$ cat src/rtl/ep_stall_pkg.sv
package ep_stall_pkg;
  localparam int REG_W    = 8;
  localparam int NUM_EP   = 4;
  localparam int AUTO_BIT = NUM_EP;
  localparam int USED_W   = NUM_EP + 1;

  // Assemble the readable register image from stored state.
  function automatic logic [REG_W-1:0] make_image(input logic [NUM_EP-1:0] st,
                                                  input logic auto_en);
    logic [REG_W-1:0] img;
    img = '0;
    img[NUM_EP-1:0] = st;
    img[AUTO_BIT]   = auto_en;
    return img;
  endfunction
endpackage

$ cat src/rtl/ep_stall_bit.sv
module ep_stall_bit #(
  parameter bit IS_EP0 = 1'b0
) (
  input  logic clk,
  input  logic rst_n,
  input  logic wr_en,
  input  logic wr_bit,
  input  logic setup_pulse,
  input  logic setup_lvl,
  input  logic sent,
  input  logic auto_en,
  output logic stall_q
);
  logic nxt;
  logic wr_blocked;

  // Endpoint 0 rejects setting its stall while the setup flag is up.
  assign wr_blocked = IS_EP0 && setup_lvl && wr_bit;

  always_comb begin
    nxt = stall_q;
    if (auto_en && sent) nxt = 1'b0;          // lowest priority
    if (wr_en && !wr_blocked) nxt = wr_bit;   // software beats auto-clear
    if (IS_EP0 && setup_pulse) nxt = 1'b0;    // setup clear beats software
  end

  always_ff @(posedge clk or negedge rst_n) begin
    if (!rst_n) stall_q <= 1'b0;
    else        stall_q <= nxt;
  end
endmodule

$ cat src/rtl/ep_stall_autoclr.sv
module ep_stall_autoclr (
  input  logic clk,
  input  logic rst_n,
  input  logic wr_en,
  input  logic wr_bit,
  output logic auto_en
);
  always_ff @(posedge clk or negedge rst_n) begin
    if (!rst_n)     auto_en <= 1'b0;
    else if (wr_en) auto_en <= wr_bit;
  end
endmodule

$ cat src/rtl/ep_stall_ctrl.sv
module ep_stall_ctrl
  import ep_stall_pkg::*;
(
  input  logic              clk,
  input  logic              rst_n,
  input  logic              reg_wr_en,
  input  logic [REG_W-1:0]  reg_wr_data,
  output logic [REG_W-1:0]  reg_rd_data,
  input  logic              setup_rcvd,
  input  logic              setup_flag,
  input  logic [NUM_EP-1:0] stall_sent,
  output logic [NUM_EP-1:0] ep_stall
);
  logic              auto_en;
  logic [NUM_EP-1:0] stall_q;

  ep_stall_autoclr u_auto (
    .clk     (clk),
    .rst_n   (rst_n),
    .wr_en   (reg_wr_en),
    .wr_bit  (reg_wr_data[AUTO_BIT]),
    .auto_en (auto_en)
  );

  for (genvar g = 0; g < NUM_EP; g++) begin : g_ep
    ep_stall_bit #(.IS_EP0(g == 0)) u_bit (
      .clk         (clk),
      .rst_n       (rst_n),
      .wr_en       (reg_wr_en),
      .wr_bit      (reg_wr_data[g]),
      .setup_pulse (setup_rcvd),
      .setup_lvl   (setup_flag),
      .sent        (stall_sent[g]),
      .auto_en     (auto_en),
      .stall_q     (stall_q[g])
    );
  end

  assign ep_stall    = stall_q;
  assign reg_rd_data = make_image(stall_q, auto_en);
endmodule

$ cat config.mk
export PLATFORM = sky130hd
export DESIGN_NAME = ep_stall_ctrl
export DESIGN_NICKNAME = d
export VERILOG_FILES = /design/src/rtl/ep_stall_pkg.sv /design/src/rtl/ep_stall_bit.sv /design/src/rtl/ep_stall_autoclr.sv /design/src/rtl/ep_stall_ctrl.sv
export SDC_FILE = /design/constraint.sdc
export NUM_CORES = 1
export LEC_CHECK = 0
export BUFFER_PORTS_ARGS = -buffer_cell sky130_fd_sc_hd__buf_2
export CORE_AREA = 4 4 41 43
export DETAILED_ROUTE_END_ITERATION = 10
export DIE_AREA = 0 0 45 47
export GPL_ROUTABILITY_DRIVEN = 0
export PLACE_DENSITY_LB_ADDON = 0.3
export SYNTH_ARGS = -nofsm -noshare
export SYNTH_HDL_FRONTEND = slang
export SYNTH_SLANG_ARGS = --single-unit
export TNS_END_PERCENT = 30
$ cat constraint.sdc
create_clock -name clk -period 1.38 [get_ports clk]
set_clock_uncertainty 0.1 [all_clocks]
set_input_delay 0.069 -clock clk [delete_from_list [all_inputs] [get_ports clk]]
set_output_delay 0.069 -clock clk [all_outputs]
set_load 0.02 [all_outputs]
; After elaboration in Yosys (flattened, before gate mapping)
; Index checks and enable logic that the tools add are counted.
[op_classes]
reduce_logical = 11
mux = 9
[ops]
columns = op, n
row1 = $mux 1, 9
row2 = $logic_and 1x1->1, 6
row3 = $reduce_bool 2->1, 3
row4 = $reduce_bool 3->1, 1
row5 = $logic_not 1->1, 1
[totals]
input_bits = 17
ff_bits = 5

; Longest topological paths before layout
; Gate-level depths: netlist (run 1).
[depth]
ltp_word = 5
ltp_mapped = 3
mapped_depth_nobuf = 2

; Hierarchy
; Synthesis (run 1) repeated with hierarchy kept, for this count alone.
[hier_totals]
hier_cells = 28
area_unflattened_um2 = 306.5
[by_module_without_submodules]
columns = module, area_per_inst_um2, instances, cells_per_inst
row1 = ep_stall_bit at g_ep[1].u_bit ..., 47.5, 3, 4
row2 = ep_stall_ctrl, 63.8, 1, 9
row3 = ep_stall_bit at g_ep[0].u_bit, 60.1, 1, 5
row4 = ep_stall_autoclr, 40.0, 1, 2

; Least setup slack after synthesis (run 1)
; Ideal clock, no wire load.
[synth_timing]
kind = register to register
start = reg u_auto.auto_en
end = reg g_ep[0].u_bit.stall_q
required_time_ns = 1.186
synth_period_minus_slack_ns = 0.977
t_arrival_ns = 0.783
path_buffers = 0
path_stages_with_launch = 3
setup_ns = 0.094
slack_ns = 0.403
path_cell_list = dfrtp_1 a21bo_1 a221oi_2
[synth_between]
elab_chain_cells = 2
[synth_lines]
columns = item, line
row1 = from (decl), ep_stall_autoclr.sv:6  ; output logic auto_en
row2 = from (signal assigned), ep_stall_autoclr.sv:10  ; else if (wr_en) auto_en <= wr_bit;
row3 = $logic_and 1x1->1, ep_stall_bit.sv:22  ; if (auto_en && sent) nxt = 1'b0;
row4 = $reduce_bool 3->1 (no line), -
row5 = to (signal assigned), ep_stall_bit.sv:29  ; else stall_q <= nxt;
row6 = to (decl), ep_stall_bit.sv:12  ; output logic stall_q
; Every way passes these cells.
; A chain may end at the register's enable or synchronous reset.

; Final worst setup path (run 1)
; Ends and elaborated chain as after synthesis.

==> results of run 1 <==
==> worst paths after layout <==
| kind | from | endpoint | slack (ns) | depth (start not counted) |
|---|---|---|---|---|
| min in group asynchronous | rst_n | g_ep[2].u_bit.stall_q | 0.07 | 2 |
| setup reg to reg | u_auto.auto_en | g_ep[0].u_bit.stall_q | 0.35 | 2 |
| hold reg to reg | u_auto.auto_en | u_auto.auto_en | 0.53 | 1 |
| setup / recovery | u_auto.auto_en | g_ep[0].u_bit.stall_q | 0.35 | 2 |
| hold / removal | stall_sent[2] | g_ep[2].u_bit.stall_q | 0.01 | 3 |
| max in group asynchronous | rst_n | g_ep[0].u_bit.stall_q | 0.97 | 2 |
==> kinds of logic (layout without fill, tap and decap cells) <==
group	after synthesis	in the layout	synth area share
other	1	3	0.0113
AND/OR/NAND/NOR	4	4	0.0526
flip-flops	5	5	0.376
buffers and inverters	14	35	0.316
AO/OA/AOI/OAI	8	8	0.211
multiplexers	1	1	0.0338
==> what timing repair did <==
action	CTS	global route
endpoints found under the hold margin	10	0
buffers inserted	0	0
hold buffers	8	0
==> cell usage after synthesis <==
master | instances | area share
a21bo_1 | 1 | 0.030
a21bo_2 | 3 | 0.090
a221oi_2 | 1 | 0.045
buf_4 | 12 | 0.27
buf_6 | 1 | 0.034
conb_1 | 1 | 0.011
dfrtp_1 | 5 | 0.38
inv_1 | 1 | 0.011
mux2_2 | 1 | 0.034
nand2_1 | 3 | 0.034
nand2b_1 | 1 | 0.019
o21ai_0 | 3 | 0.045
==> worst register-to-register path: cells and delay by family (launching register included) <==
family	cells	cell delay [ns]
flops	1	0.43
compound gates	2	0.41
==> per-layer routing <==
metal | part of all wire | up-vias | wire, um | GRT usage
met1 | 0.39 | 108 | 259 | 0.0853
met4 | 0 | 0 | 0 | 0.0526
met5 | 0 | - | 0 | 0
met2 | 0.45 | 17 | 300 | 0.0876
met3 | 0.16 | 0 | 103 | 0.0345
li1 | - | 138 | - | -
==> registers in the layout, summed over array words and instances (netlist names) <==
signal	flops
u_auto.auto_en	1
g_ep.u_bit.stall_q	4
==> metrics by stage <==
| stage | utilization | area (um2) | total power, W | hold slack (ns) | cells |
|---|---|---|---|---|---|
| 2_1_floorplan | - | 340 | 0.000272 | -0.327 | 35 |
| 5_1_grt | 0.364 | 474 | 0.000500 | 0.0123 | 71 |
| 6_report | 0.364 | 474 | 0.000461 | 0.0139 | 71 |
| 4_1_cts | 0.364 | 474 | 0.000475 | 0.00608 | 71 |
| 3_5_place_dp | 0.283 | 368 | 0.000278 | -0.204 | 59 |
| 3_3_place_gp | 0.283 | 368 | 0.000276 | -0.212 | 59 |
==> area by class of cell <==
type / count / area [um2]
Inverter: 1 / 3.75
Clock buffer: 4 / 26.3
Tap cell: 15 / 18.8
Timing Repair Buffer: 30 / 190
Multi-Input combinational cell: 16 / 110
Fill cell: 144 / 827
Sequential cell: 5 / 125
==> power breakdown <==
part	switching (W)	internal, W	leakage [nW]	total (W)
registers	0.00000970	0.000159	0.0624	0.000169
clock network	0.0000608	0.000109	0.0150	0.000170
logic	0.0000627	0.0000590	0.177	0.000122
total	0.000133	0.000328	0.254	0.000461
==> impl_results.html, run 1 <==
<table>
<tr><th>Metric</th><th>Value</th></tr>
<tr><th colspan="2">Run status</th></tr>
<tr><td>Run status</td><td>finished clean</td></tr>
<tr><th colspan="2">Floorplan</th></tr>
<tr><td>Die Outline Area</td><td>2120 um2</td></tr>
<tr><td>Top Ports</td><td>29</td></tr>
<tr><td>Width of the die</td><td>roughly 45 um</td></tr>
<tr><td>Die Height</td><td>47 um</td></tr>
<tr><td>Site Rows</td><td>13</td></tr>
<tr><td>Initial core utilization</td><td>0.256</td></tr>
<tr><td>Core footprint</td><td>around 1300 um2</td></tr>
<tr><th colspan="2">Routing</th></tr>
<tr><td>Routed wire length</td><td>662 um</td></tr>
<tr><td>Initial drt markers</td><td>1</td></tr>
<tr><td>Vias per inst</td><td>~3.7</td></tr>
<tr><td>First-pass iteration count of the detailed router</td><td>2</td></tr>
<tr><td>Number of nets with antenna violations after detailed routing</td><td>0</td></tr>
<tr><td>WL per Instance</td><td>a little over 9 um</td></tr>
<tr><td>Number of vias in the routed layout</td><td>263</td></tr>
<tr><td>Drc violations</td><td>0</td></tr>
<tr><th colspan="2">Yosys</th></tr>
<tr><td>FF+latch count, synth</td><td>5</td></tr>
<tr><td>Number of unique standard cell types used by synthesis</td><td>12</td></tr>
<tr><td>Warnings, synthesis</td><td>0</td></tr>
<tr><td>Fraction of the yosys area taken by sequential cells</td><td>0.376</td></tr>
<tr><td>Synthesized cell area</td><td>333 um2</td></tr>
<tr><td>Number of instances in the synthesized netlist</td><td>33</td></tr>
<tr><td>Mean instance size in the synthesized netlist</td><td>around 10 um2</td></tr>
<tr><th colspan="2">STA</th></tr>
<tr><td>Fmax achieved</td><td>969 MHz</td></tr>
<tr><td>PnR worst setup slack</td><td>around 0.35 ns</td></tr>
<tr><td>Setup repair after global routing missed its margin</td><td>no</td></tr>
<tr><td>Max-slew violation count</td><td>0</td></tr>
<tr><td>Setup TNS</td><td>0 ns</td></tr>
<tr><td>Hold Violations, Final</td><td>0</td></tr>
<tr><td>Minimum clock period</td><td>just over 1 ns</td></tr>
<tr><td>Number of endpoints failing setup at the final stage</td><td>0</td></tr>
<tr><td>Final critical-path share of the clock period</td><td>0.748</td></tr>
<tr><th colspan="2">CTS</th></tr>
<tr><td>Longest Clk Path Bufs</td><td>2</td></tr>
<tr><td>Insertion delay of the later-clocked pin in the worst-skew pair</td><td>0.24 ns</td></tr>
<tr><td>Clock tree root driver cell</td><td>clkbuf_4</td></tr>
<tr><td>Clk pin slew, worst setup/hold paths</td><td>about 0.05 ns</td></tr>
<tr><td>Number of sinks driven by the clock tree</td><td>5</td></tr>
<tr><td>TritonCTS clock tree</td><td>done</td></tr>
<tr><td>Total number of H-tree levels</td><td>1</td></tr>
<tr><td>Count of instances resized after the clock tree is built</td><td>0</td></tr>
<tr><td>Inserted Clock Buffers</td><td>3</td></tr>
<tr><th colspan="2">Worst setup path</th></tr>
<tr><td>Category of the worst setup path capture point</td><td>flop</td></tr>
<tr><td>Setup CP Type</td><td>reg -&gt; reg</td></tr>
<tr><td>Stage delay of the slowest cell on the critical path</td><td>0.43 ns</td></tr>
<tr><td>Critical Path Fanout Max</td><td>6</td></tr>
<tr><td>Data required time of the worst path</td><td>about 1.4 ns</td></tr>
<tr><td>Kind of cell adding the most delay to the critical path</td><td>flip-flops</td></tr>
<tr><td>Worst Setup Start Kind</td><td>flop</td></tr>
<tr><td>List of cells traversed by the critical path</td><td>a21bo_1, a221oi_2</td></tr>
<tr><td>Buffers &amp; Inverters on Critical Path</td><td>0</td></tr>
<tr><td>Data arrival time of the worst path</td><td>about 1.1 ns</td></tr>
<tr><td>Crit path max-delay cell type</td><td>dfrtp_1</td></tr>
<tr><th colspan="2">Place</th></tr>
<tr><td>Count of input and output buffers</td><td>22</td></tr>
<tr><td>Pre-CTS setup slack</td><td>around 0.35 ns</td></tr>
<tr><th colspan="2">Pwr</th></tr>
<tr><td>Maximum VDD drop</td><td>330 uV</td></tr>
<tr><td>Leakage power</td><td>between 0.2 and 0.3 nW</td></tr>
<tr><td>Power density over the cells</td><td>roughly 970 nW/um2</td></tr>
<tr><th colspan="2">GRT</th></tr>
<tr><td>First-pass GRT wire length</td><td>952 um</td></tr>
<tr><td>Total global routing track utilization</td><td>0.0683</td></tr>
<tr><td>Total overflow reported by the global router</td><td>0</td></tr>
<tr><td>Number of global-route vias before repair</td><td>226</td></tr>
<tr><td>Number of antenna violations at the first check in global routing</td><td>0</td></tr>
<tr><td>Pin count of the biggest net entering global routing</td><td>10</td></tr>
<tr><th colspan="2">Final layout</th></tr>
<tr><td>Antenna Cells</td><td>0</td></tr>
<tr><td>Area grow syn2layout</td><td>42.5%</td></tr>
<tr><td>Number of nets in the layout</td><td>74</td></tr>
<tr><td>Most common cell after layout, fill and taps aside</td><td>buf_2</td></tr>
<tr><td>Commonest cells after routing, fill and taps aside</td><td>buf_2 (22), dlygate4sd3_1 (8), dfrtp_1 (5)</td></tr>
<tr><td>Share of post-route cells with drive strength above 1</td><td>0.536</td></tr>
<tr><th colspan="2">Flow run</th></tr>
<tr><td>Maximum capacitance violations</td><td>0</td></tr>
<tr><th colspan="2">Hold path</th></tr>
<tr><td>Worst hold-check path type</td><td>in -&gt; reg</td></tr>
</table>
Note: power is estimated with default switching activity, not from simulation.
==> run 2, diff against run 1 <==
- ABC_AREA: default -> 1
- clock period: 1.38 -> 0.9 ns (I/O delays scaled with it)
==> impl_results.html, run 2 <==
<table>
<tr><th>Metric</th><th>Value</th></tr>
<tr><th colspan="2">Final layout</th></tr>
<tr><td>Register area</td><td>125 um2 (unchanged)</td></tr>
<tr><td>Area grow syn2layout</td><td>76.4% (was 42.5%)</td></tr>
<tr><td>Most common cell after layout, fill and taps aside</td><td>buf_2 (unchanged)</td></tr>
<tr><td>Largest Register</td><td>g_ep.u_bit.stall_q (unchanged)</td></tr>
<tr><td>Final core occ</td><td>0.431 (was 0.364)</td></tr>
<tr><td>Post-route cell area</td><td>561 um2 (was 474 um2)</td></tr>
<tr><td>Antenna Cells</td><td>0 (unchanged)</td></tr>
<tr><td>Fillcell total</td><td>151 (was 144)</td></tr>
<tr><td>Share of post-route cells with drive strength above 1</td><td>0.360 (was 0.536)</td></tr>
<tr><td>Leading registers by flop count</td><td>g_ep.u_bit.stall_q x4, u_auto.auto_en x1 (unchanged)</td></tr>
<tr><td>Combined area of the multi-input logic cells</td><td>95.1 um2 (was 110 um2)</td></tr>
<tr><td>Number of nets in the layout</td><td>93 (was 74)</td></tr>
<tr><td>Largest register FFs</td><td>4 (unchanged)</td></tr>
<tr><td>Commonest cells after routing, fill and taps aside</td><td>buf_2 (20), nand2_1 (17), dlygate4sd3_1 (13), dfrtp_1 (5), inv_1 (4) (was buf_2 (22), dlygate4sd3_1 (8), dfrtp_1 (5))</td></tr>
<tr><th colspan="2">Run status</th></tr>
<tr><td>Run status</td><td>finished with violations (was finished clean)</td></tr>
<tr><td>Violated checks</td><td>setup timing</td></tr>
<tr><th colspan="2">Yosys</th></tr>
<tr><td>Top area cells in the synthesized netlist</td><td>dfrtp_1 (39%), buf_4 (28%), nand2_1 (20%), nand3_1 (4.7%), inv_1 (4.7%) (was dfrtp_1 (38%), buf_4 (27%), a21bo_2 (9.0%), o21ai_0 (4.5%), a221oi_2 (4.5%))</td></tr>
<tr><td>Number of instances in the synthesized netlist</td><td>43 (was 33)</td></tr>
<tr><td>Number of unique standard cell types used by synthesis</td><td>7 (was 12)</td></tr>
<tr><td>Mean instance size in the synthesized netlist</td><td>7.39 um2 (was 10.1 um2)</td></tr>
<tr><td>Fraction of registers with async set or reset after synthesis</td><td>1.00 (unchanged)</td></tr>
<tr><td>FF+latch count, synth</td><td>5 (unchanged)</td></tr>
<tr><td>List of most frequent post-synthesis cells</td><td>nand2_1 (17), buf_4 (12), dfrtp_1 (5) (was buf_4 (12), dfrtp_1 (5), a21bo_2 (3), nand2_1 (3), o21ai_0 (3))</td></tr>
<tr><td>Fraction of the yosys area taken by sequential cells</td><td>0.394 (was 0.376)</td></tr>
<tr><td>Synthesized cell area</td><td>318 um2 (was 333 um2)</td></tr>
<tr><td>Top-count cell post-synth</td><td>nand2_1 (was buf_4)</td></tr>
<tr><td>Top cell type's share of synthesized area</td><td>0.394 (was 0.376)</td></tr>
<tr><td>Number of synthesized flops with an enable pin</td><td>0 (unchanged)</td></tr>
<tr><td>Post-synthesis cell type with the largest combined area</td><td>dfrtp_1 (unchanged)</td></tr>
<tr><td>Warnings, synthesis</td><td>0 (unchanged)</td></tr>
<tr><td>Dominant synthesized flop cell</td><td>dfrtp_1 (unchanged)</td></tr>
<tr><th colspan="2">Floorplan</th></tr>
<tr><td>Top Ports</td><td>29 (unchanged)</td></tr>
<tr><td>Die Outline Area</td><td>2120 um2 (unchanged)</td></tr>
<tr><td>Core footprint</td><td>1300 um2 (unchanged)</td></tr>
<tr><td>Site Rows</td><td>13 (unchanged)</td></tr>
<tr><td>Width of the die</td><td>45 um (unchanged)</td></tr>
<tr><td>Initial core utilization</td><td>0.244 (was 0.256)</td></tr>
<tr><td>Die Height</td><td>47 um (unchanged)</td></tr>
<tr><th colspan="2">Worst setup path</th></tr>
<tr><td>FF-to-FF Start</td><td>u_auto.auto_en (unchanged)</td></tr>
<tr><td>Setup CP Type</td><td>reg -&gt; out (was reg -&gt; reg)</td></tr>
<tr><td>Kind of cell adding the most delay to the critical path</td><td>flip-flops (unchanged)</td></tr>
<tr><td>Buffers &amp; Inverters on Critical Path</td><td>1 (was 0)</td></tr>
<tr><td>Data arrival time of the worst path</td><td>0.80 ns (was 1.08 ns)</td></tr>
<tr><td>Critical path origin</td><td>g_ep[1].u_bit.stall_q (was u_auto.auto_en)</td></tr>
<tr><td>Data required time of the worst path</td><td>0.75 ns (was 1.43 ns)</td></tr>
<tr><td>Crit path max-delay cell type</td><td>dfrtp_1 (unchanged)</td></tr>
<tr><td>Category of the worst setup path capture point</td><td>output port (was flop)</td></tr>
<tr><td>Critical Path Fanout Max</td><td>3 (was 6)</td></tr>
<tr><td>Worst Setup Start Kind</td><td>flop (unchanged)</td></tr>
<tr><td>Stage delay of the slowest cell on the critical path</td><td>0.41 ns (was 0.43 ns)</td></tr>
<tr><td>List of cells traversed by the critical path</td><td>buf_6 (was a21bo_1, a221oi_2)</td></tr>
<tr><th colspan="2">STA</th></tr>
<tr><td>Setup repair after global routing missed its margin</td><td>yes (was no)</td></tr>
<tr><td>Final Hold Slack</td><td>0.0284 ns (was 0.0139 ns)</td></tr>
<tr><td>Max-slew violation count</td><td>0 (unchanged)</td></tr>
<tr><td>Minimum clock period</td><td>about 0.94 ns</td></tr>
<tr><td>Number of endpoints failing setup at the final stage</td><td>10 (was 0)</td></tr>
<tr><td>Fmax achieved</td><td>1060 MHz</td></tr>
<tr><td>Hold Violations, Final</td><td>0 (unchanged)</td></tr>
<tr><td>Final critical-path share of the clock period</td><td>1.05</td></tr>
<tr><td>PnR worst setup slack</td><td>-0.0430 ns (was 0.348 ns)</td></tr>
<tr><th colspan="2">CTS</th></tr>
<tr><td>Insertion delay of the later-clocked pin in the worst-skew pair</td><td>0.24 ns (about the same)</td></tr>
<tr><td>Total number of H-tree levels</td><td>1 (unchanged)</td></tr>
<tr><td>Inserted Clock Buffers</td><td>3 (unchanged)</td></tr>
<tr><td>Longest Clk Path Bufs</td><td>2 (unchanged)</td></tr>
<tr><td>Clock tree root driver cell</td><td>clkbuf_4 (unchanged)</td></tr>
<tr><td>Clk pin slew, worst setup/hold paths</td><td>0.05 ns (about the same)</td></tr>
<tr><td>Number of sinks driven by the clock tree</td><td>5 (unchanged)</td></tr>
<tr><td>TritonCTS clock tree</td><td>done (unchanged)</td></tr>
<tr><th colspan="2">Pwr</th></tr>
<tr><td>Power density over the cells</td><td>1340 nW/um2 (was 972 nW/um2)</td></tr>
<tr><td>Maximum VDD drop</td><td>390 uV (was 330 uV)</td></tr>
<tr><td>Total Power</td><td>0.000751 W (was 0.000461 W)</td></tr>
<tr><td>Combinational share of power</td><td>0.303 (was 0.264)</td></tr>
<tr><td>Internal Dissipation</td><td>0.000527 W (was 0.000328 W)</td></tr>
<tr><td>Net Sw Frac</td><td>0.298 (was 0.289)</td></tr>
<tr><td>Portion of total power attributed to sequential cells</td><td>0.343 (was 0.367)</td></tr>
<tr><td>Net switching power</td><td>0.000224 W (was 0.000133 W)</td></tr>
<tr><td>Power share of the clock group</td><td>0.354 (was 0.369)</td></tr>
<tr><td>Leakage power</td><td>0.332 nW (was 0.254 nW)</td></tr>
<tr><th colspan="2">Routing</th></tr>
<tr><td>Initial drt markers</td><td>1 (unchanged)</td></tr>
<tr><td>Drc violations</td><td>0 (unchanged)</td></tr>
<tr><td>Vias per inst</td><td>3.64 (was 3.70)</td></tr>
<tr><td>Routed wire length</td><td>867 um (was 662 um)</td></tr>
<tr><td>First-pass iteration count of the detailed router</td><td>2 (unchanged)</td></tr>
<tr><td>WL per Instance</td><td>9.63 um (was 9.32 um)</td></tr>
<tr><td>Number of nets with antenna violations after detailed routing</td><td>0 (unchanged)</td></tr>
<tr><td>Number of vias in the routed layout</td><td>328 (was 263)</td></tr>
<tr><th colspan="2">GRT</th></tr>
<tr><td>Total global routing track utilization</td><td>0.0858 (was 0.0683)</td></tr>
<tr><td>Total overflow reported by the global router</td><td>0 (unchanged)</td></tr>
<tr><td>Number of antenna violations at the first check in global routing</td><td>0 (unchanged)</td></tr>
<tr><td>First-pass GRT wire length</td><td>1.15 mm (was 952 um)</td></tr>
<tr><td>Number of global-route vias before repair</td><td>306 (was 226)</td></tr>
<tr><td>Pin count of the biggest net entering global routing</td><td>6 (was 10)</td></tr>
<tr><th colspan="2">Hold path</th></tr>
<tr><td>Hold Path Origin</td><td>reg_wr_en (was stall_sent[2])</td></tr>
<tr><td>Worst hold-check path type</td><td>in -&gt; reg (unchanged)</td></tr>
<tr><th colspan="2">Place</th></tr>
<tr><td>Hpwl dp</td><td>554 um</td></tr>
<tr><td>Pre-CTS setup slack</td><td>0.0727 ns (was 0.346 ns)</td></tr>
<tr><td>Count of input and output buffers</td><td>22 (unchanged)</td></tr>
<tr><td>Dpl cell area</td><td>364 um2 (was 368 um2)</td></tr>
<tr><th colspan="2">Flow run</th></tr>
<tr><td>Maximum capacitance violations</td><td>0 (unchanged)</td></tr>
</table>
-- run 2: cell count changes after synthesis --
cell	before	now
a21bo_1	1	0
inv_1	1	4
o21ai_0	3	0
a21bo_2	3	0
nand3_1	0	3
nand2b_1	1	0
a21oi_1	0	1
nand2_1	3	17
a221oi_2	1	0
buf_6	1	0
mux2_2	1	0
-- run 2: routing by layer --
layer,track usage,routed length (um),part of all wire
met3,0.0498,89,0.10
met2,0.133,441,0.51
met1,0.0762,336,0.39
met5,0,0,0
met4,0.0877,0,0
-- run 2: timing repair --
item / CTS / global route
hold buffers: 14 / 0
setup endpoints to repair: 9 / 14
buffers inserted: 1 / 1
hold endpoints to repair: 10 / 0
resized for setup: 0 / 5
pin swaps: 0 / 0
-- run 2: area by class of cell --
cell class,instances,area share
inverter,4,0.0268
timing repair buffer,38,0.500
sequential,5,0.223
multi-input combinational,24,0.170
tap,15,0.0335
clock buffer,4,0.0469
-- run 2: stage by stage --
stage          cells  TNS, ns
2_1_floorplan     45        0
3_3_place_gp      70        0
3_5_place_dp      70        0
4_1_cts           89   -0.426
5_1_grt           90   -0.592
6_report          90   -0.290
-- run 2: kinds of logic after synthesis --
logic type,share of synthesized area
buffers and inverters,0.331
flip-flops,0.394
other,0.0118
AND/OR/NAND/NOR,0.248
AO/OA/AOI/OAI,0.0157
-- run 2: path summary, 6_finish.rpt --
check,to,slack (ns),depth (start not counted)
worst max-delay path,reg_rd_data[1],-0.04,1
max in group asynchronous,g_ep[2].u_bit.stall_q,0.48,2
worst min-delay path,u_auto.auto_en,0.03,4
worst max register to register,g_ep[0].u_bit.stall_q,-0.01,4
worst min register to register,g_ep[2].u_bit.stall_q,0.42,2
min in group asynchronous,g_ep[1].u_bit.stall_q,0.08,2
-- run 2: power groups by stage --
stage          Clock [W]  Combinational [W]  Sequential (W)
6_report        0.000266           0.000228        0.000258
5_1_grt         0.000291           0.000248        0.000258
4_1_cts         0.000282           0.000212        0.000256
3_5_place_dp           0           0.000155        0.000263
3_3_place_gp           0           0.000154        0.000262
2_1_floorplan          0           0.000141        0.000261
==> run 3, diff against run 2 <==
- ABC_AREA: 1 -> default
- CELL_PAD_IN_SITES_DETAIL_PLACEMENT: default -> 1
- CELL_PAD_IN_SITES_GLOBAL_PLACEMENT: default -> 1
- CORE_AREA: 4 4 41 43 -> default
- CORE_MARGIN: default -> 4
- CORE_UTILIZATION: default -> 21
- DIE_AREA: 0 0 45 47 -> default
==> impl_results.html, run 3 (same netlist as run 1, synthesis figures left out) <==
<table>
<tr><th>Metric</th><th>Value</th></tr>
<tr><th colspan="2">Final layout</th></tr>
<tr><td>Area grow syn2layout</td><td>45.5% (was 76.4%)</td></tr>
<tr><td>Antenna Cells</td><td>0 (unchanged)</td></tr>
<tr><td>Share of post-route cells with drive strength above 1</td><td>0.630 (was 0.360)</td></tr>
<tr><td>Largest register FFs</td><td>4 (unchanged)</td></tr>
<tr><td>Largest Register</td><td>g_ep.u_bit.stall_q (unchanged)</td></tr>
<tr><td>Leading registers by flop count</td><td>g_ep.u_bit.stall_q x4, u_auto.auto_en x1 (unchanged)</td></tr>
<tr><td>Most common cell after layout, fill and taps aside</td><td>buf_2 (unchanged)</td></tr>
<tr><td>Number of nets in the layout</td><td>72 (was 93)</td></tr>
<tr><td>Commonest cells after routing, fill and taps aside</td><td>buf_2 (19), dlygate4sd3_1 (5), dfrtp_1 (4), buf_6 (4) (was buf_2 (20), nand2_1 (17), dlygate4sd3_1 (13), dfrtp_1 (5), inv_1 (4))</td></tr>
<tr><th colspan="2">Routing</th></tr>
<tr><td>Number of vias in the routed layout</td><td>276 (was 328)</td></tr>
<tr><td>Topmost layer with routed signal wires</td><td>met3 (unchanged)</td></tr>
<tr><td>WL met2</td><td>436 um (was 441 um)</td></tr>
<tr><td>Number of nets with antenna violations after detailed routing</td><td>0 (unchanged)</td></tr>
<tr><td>WL per Instance</td><td>11.0 um (was 9.63 um)</td></tr>
<tr><td>Initial drt markers</td><td>1 (unchanged)</td></tr>
<tr><td>Drc violations</td><td>0 (unchanged)</td></tr>
<tr><td>Routed wire length</td><td>768 um (was 867 um)</td></tr>
<tr><td>Vias per inst</td><td>3.94 (was 3.64)</td></tr>
<tr><td>Met3 layer wire length in the routed design</td><td>70 um (was 89 um)</td></tr>
<tr><td>First-pass iteration count of the detailed router</td><td>2 (unchanged)</td></tr>
<tr><td>Met1 wire length</td><td>261 um (was 336 um)</td></tr>
<tr><th colspan="2">Worst setup path</th></tr>
<tr><td>Critical path origin</td><td>u_auto.auto_en (was g_ep[1].u_bit.stall_q)</td></tr>
<tr><td>Data required time of the worst path</td><td>0.95 ns (was 0.75 ns)</td></tr>
<tr><td>Critical Path Fanout Max</td><td>6 (was 3)</td></tr>
<tr><td>Worst Setup Start Kind</td><td>flop (unchanged)</td></tr>
<tr><td>Setup CP Type</td><td>reg -&gt; reg (was reg -&gt; out)</td></tr>
<tr><td>Data arrival time of the worst path</td><td>1.06 ns (was 0.80 ns)</td></tr>
<tr><td>Category of the worst setup path capture point</td><td>flop (was output port)</td></tr>
<tr><td>FF-to-FF Start</td><td>u_auto.auto_en (unchanged)</td></tr>
<tr><th colspan="2">Pwr</th></tr>
<tr><td>Leakage power</td><td>0.254 nW (was 0.332 nW)</td></tr>
<tr><td>Power density over the cells</td><td>1490 nW/um2 (was 1340 nW/um2)</td></tr>
<tr><td>Maximum VDD drop</td><td>426 uV (was 390 uV)</td></tr>
<tr><td>Total Power</td><td>0.000722 W (was 0.000751 W)</td></tr>
<tr><th colspan="2">Floorplan</th></tr>
<tr><td>Core footprint</td><td>1510 um2 (was 1300 um2)</td></tr>
<tr><td>Die Outline Area</td><td>2290 um2 (was 2120 um2)</td></tr>
<tr><td>Top Ports</td><td>29 (unchanged)</td></tr>
<tr><td>Initial core utilization</td><td>0.221 (was 0.244)</td></tr>
<tr><td>Die Height</td><td>47.8 um (was 47 um)</td></tr>
<tr><td>Width of the die</td><td>47.8 um (was 45 um)</td></tr>
<tr><td>Site Rows</td><td>14 (was 13)</td></tr>
<tr><th colspan="2">Hold path</th></tr>
<tr><td>Hold Path Origin</td><td>reg_wr_data[4] (was reg_wr_en)</td></tr>
<tr><td>Worst hold-check path type</td><td>in -&gt; reg (unchanged)</td></tr>
<tr><th colspan="2">STA</th></tr>
<tr><td>Hold Violations, Final</td><td>5 (was 0)</td></tr>
<tr><td>Minimum clock period</td><td>1.01 ns (was 0.943 ns)</td></tr>
<tr><td>Final critical-path share of the clock period</td><td>1.12 (was 1.05)</td></tr>
<tr><td>Max-slew violation count</td><td>0 (unchanged)</td></tr>
<tr><td>Setup TNS</td><td>-0.607 ns (was -0.290 ns)</td></tr>
<tr><td>Setup repair after global routing missed its margin</td><td>yes (unchanged)</td></tr>
<tr><td>Final Hold Slack</td><td>-0.0621 ns (was 0.0284 ns)</td></tr>
<tr><td>PnR worst setup slack</td><td>-0.112 ns (was -0.0430 ns)</td></tr>
<tr><td>Fmax achieved</td><td>988 MHz (was 1060 MHz)</td></tr>
<tr><td>Number of endpoints failing setup at the final stage</td><td>14 (was 10)</td></tr>
<tr><th colspan="2">CTS</th></tr>
<tr><td>Clk pin slew, worst setup/hold paths</td><td>0.04 ns (was 0.05 ns)</td></tr>
<tr><td>Post-CTS repair timing setup buffer count</td><td>0 (was 1)</td></tr>
<tr><td>Hold_buf cts</td><td>5 (was 14)</td></tr>
<tr><td>Longest Clk Path Bufs</td><td>2 (unchanged)</td></tr>
<tr><td>Insertion delay of the later-clocked pin in the worst-skew pair</td><td>0.24 ns (about the same)</td></tr>
<tr><td>Total number of H-tree levels</td><td>1 (unchanged)</td></tr>
<tr><td>TritonCTS clock tree</td><td>done (unchanged)</td></tr>
<tr><td>Number of sinks driven by the clock tree</td><td>5 (unchanged)</td></tr>
<tr><td>Clock tree root driver cell</td><td>clkbuf_4 (unchanged)</td></tr>
<tr><td>Inserted Clock Buffers</td><td>3 (unchanged)</td></tr>
<tr><th colspan="2">Run status</th></tr>
<tr><td>Run status</td><td>finished with violations (unchanged)</td></tr>
<tr><td>Violated checks</td><td>hold timing, setup timing (was setup timing)</td></tr>
<tr><th colspan="2">GRT</th></tr>
<tr><td>Number of antenna violations at the first check in global routing</td><td>0 (unchanged)</td></tr>
<tr><td>Pin count of the biggest net entering global routing</td><td>10 (was 6)</td></tr>
<tr><td>Total global routing track utilization</td><td>0.0767 (was 0.0858)</td></tr>
<tr><td>Number of global-route vias before repair</td><td>308 (was 306)</td></tr>
<tr><td>First-pass GRT wire length</td><td>1.17 mm (was 1.15 mm)</td></tr>
<tr><td>Total overflow reported by the global router</td><td>0 (unchanged)</td></tr>
<tr><th colspan="2">Flow run</th></tr>
<tr><td>Maximum capacitance violations</td><td>0 (unchanged)</td></tr>
<tr><th colspan="2">Place</th></tr>
<tr><td>Count of input and output buffers</td><td>22 (unchanged)</td></tr>
<tr><td>Hpwl dp</td><td>603 um (was 554 um)</td></tr>
</table>
## run 3: cell count changes in the layout (fill, tap and decap cells not counted), moves of 2 or more
cell           delta
inv_1             -3
a21bo_2           +3
nand3_1           -3
dlygate4sd3_1     -8
nand2_1          -14
buf_6             +2
o21ai_2           +2
buf_4             -2
## run 3: final cells by class
type,count,area (um2)
tap,16,20.0
timing repair buffer,28,190
fill,181,1020
clock buffer,4,26.3
inverter,1,3.75
sequential,5,126
multi-input combinational,16,118
## run 3: what timing repair did
action                                  in CTS  in global routing
endpoints found under the hold margin       10                  5
pin swaps                                    2                  0
resized for setup                            9                  4
gates cloned                                 0                  0
endpoints found under the setup margin      14                 14
## run 3: worst paths after layout
kind | end | slack (ns) | cells after the start
setup / recovery | g_ep[0].u_bit.stall_q | -0.11 | 2
min in group asynchronous | g_ep[0].u_bit.stall_q | 0.05 | 2
hold / removal | u_auto.auto_en | -0.06 | 2
setup reg to reg | g_ep[0].u_bit.stall_q | -0.11 | 2
max in group asynchronous | u_auto.auto_en | 0.51 | 2
hold reg to reg | u_auto.auto_en | 0.50 | 1
## run 3: where the power goes
part	internal (W)	leakage [nW]	switching, W
combinational	0.000100	0.177	0.000105
clock	0.000167	0.0150	0.0000880
sequential	0.000246	0.0614	0.0000167
## run 3: per-stage QoR
| step | hold WS [ns] | area (um2) | setup slack, ns | utilization | cells |
|---|---|---|---|---|---|
| floorplan | -0.351 | 340 | -0.0764 | - | 35 |
| global placement | -0.234 | 377 | -0.110 | 0.250 | 61 |
| detailed placement | -0.233 | 377 | -0.130 | 0.250 | 61 |
| CTS | -0.0661 | 473 | -0.119 | 0.314 | 70 |
| global route | -0.0761 | 484 | -0.159 | 0.321 | 70 |
| finish | -0.0621 | 484 | -0.112 | 0.321 | 70 |
## run 3: per-layer routing
layer | up-vias | track usage
met5 | - | 0
met4 | 0 | 0.0323
met3 | 0 | 0.0338
met2 | 14 | 0.140
met1 | 127 | 0.0742
li1 | 135 | -
## run 3: worst max-delay path, cell delays in order, from the launching register on
cell and delay, ns:
dfrtp_2 0.44, a21bo_1 0.19, a221oi_2 0.20
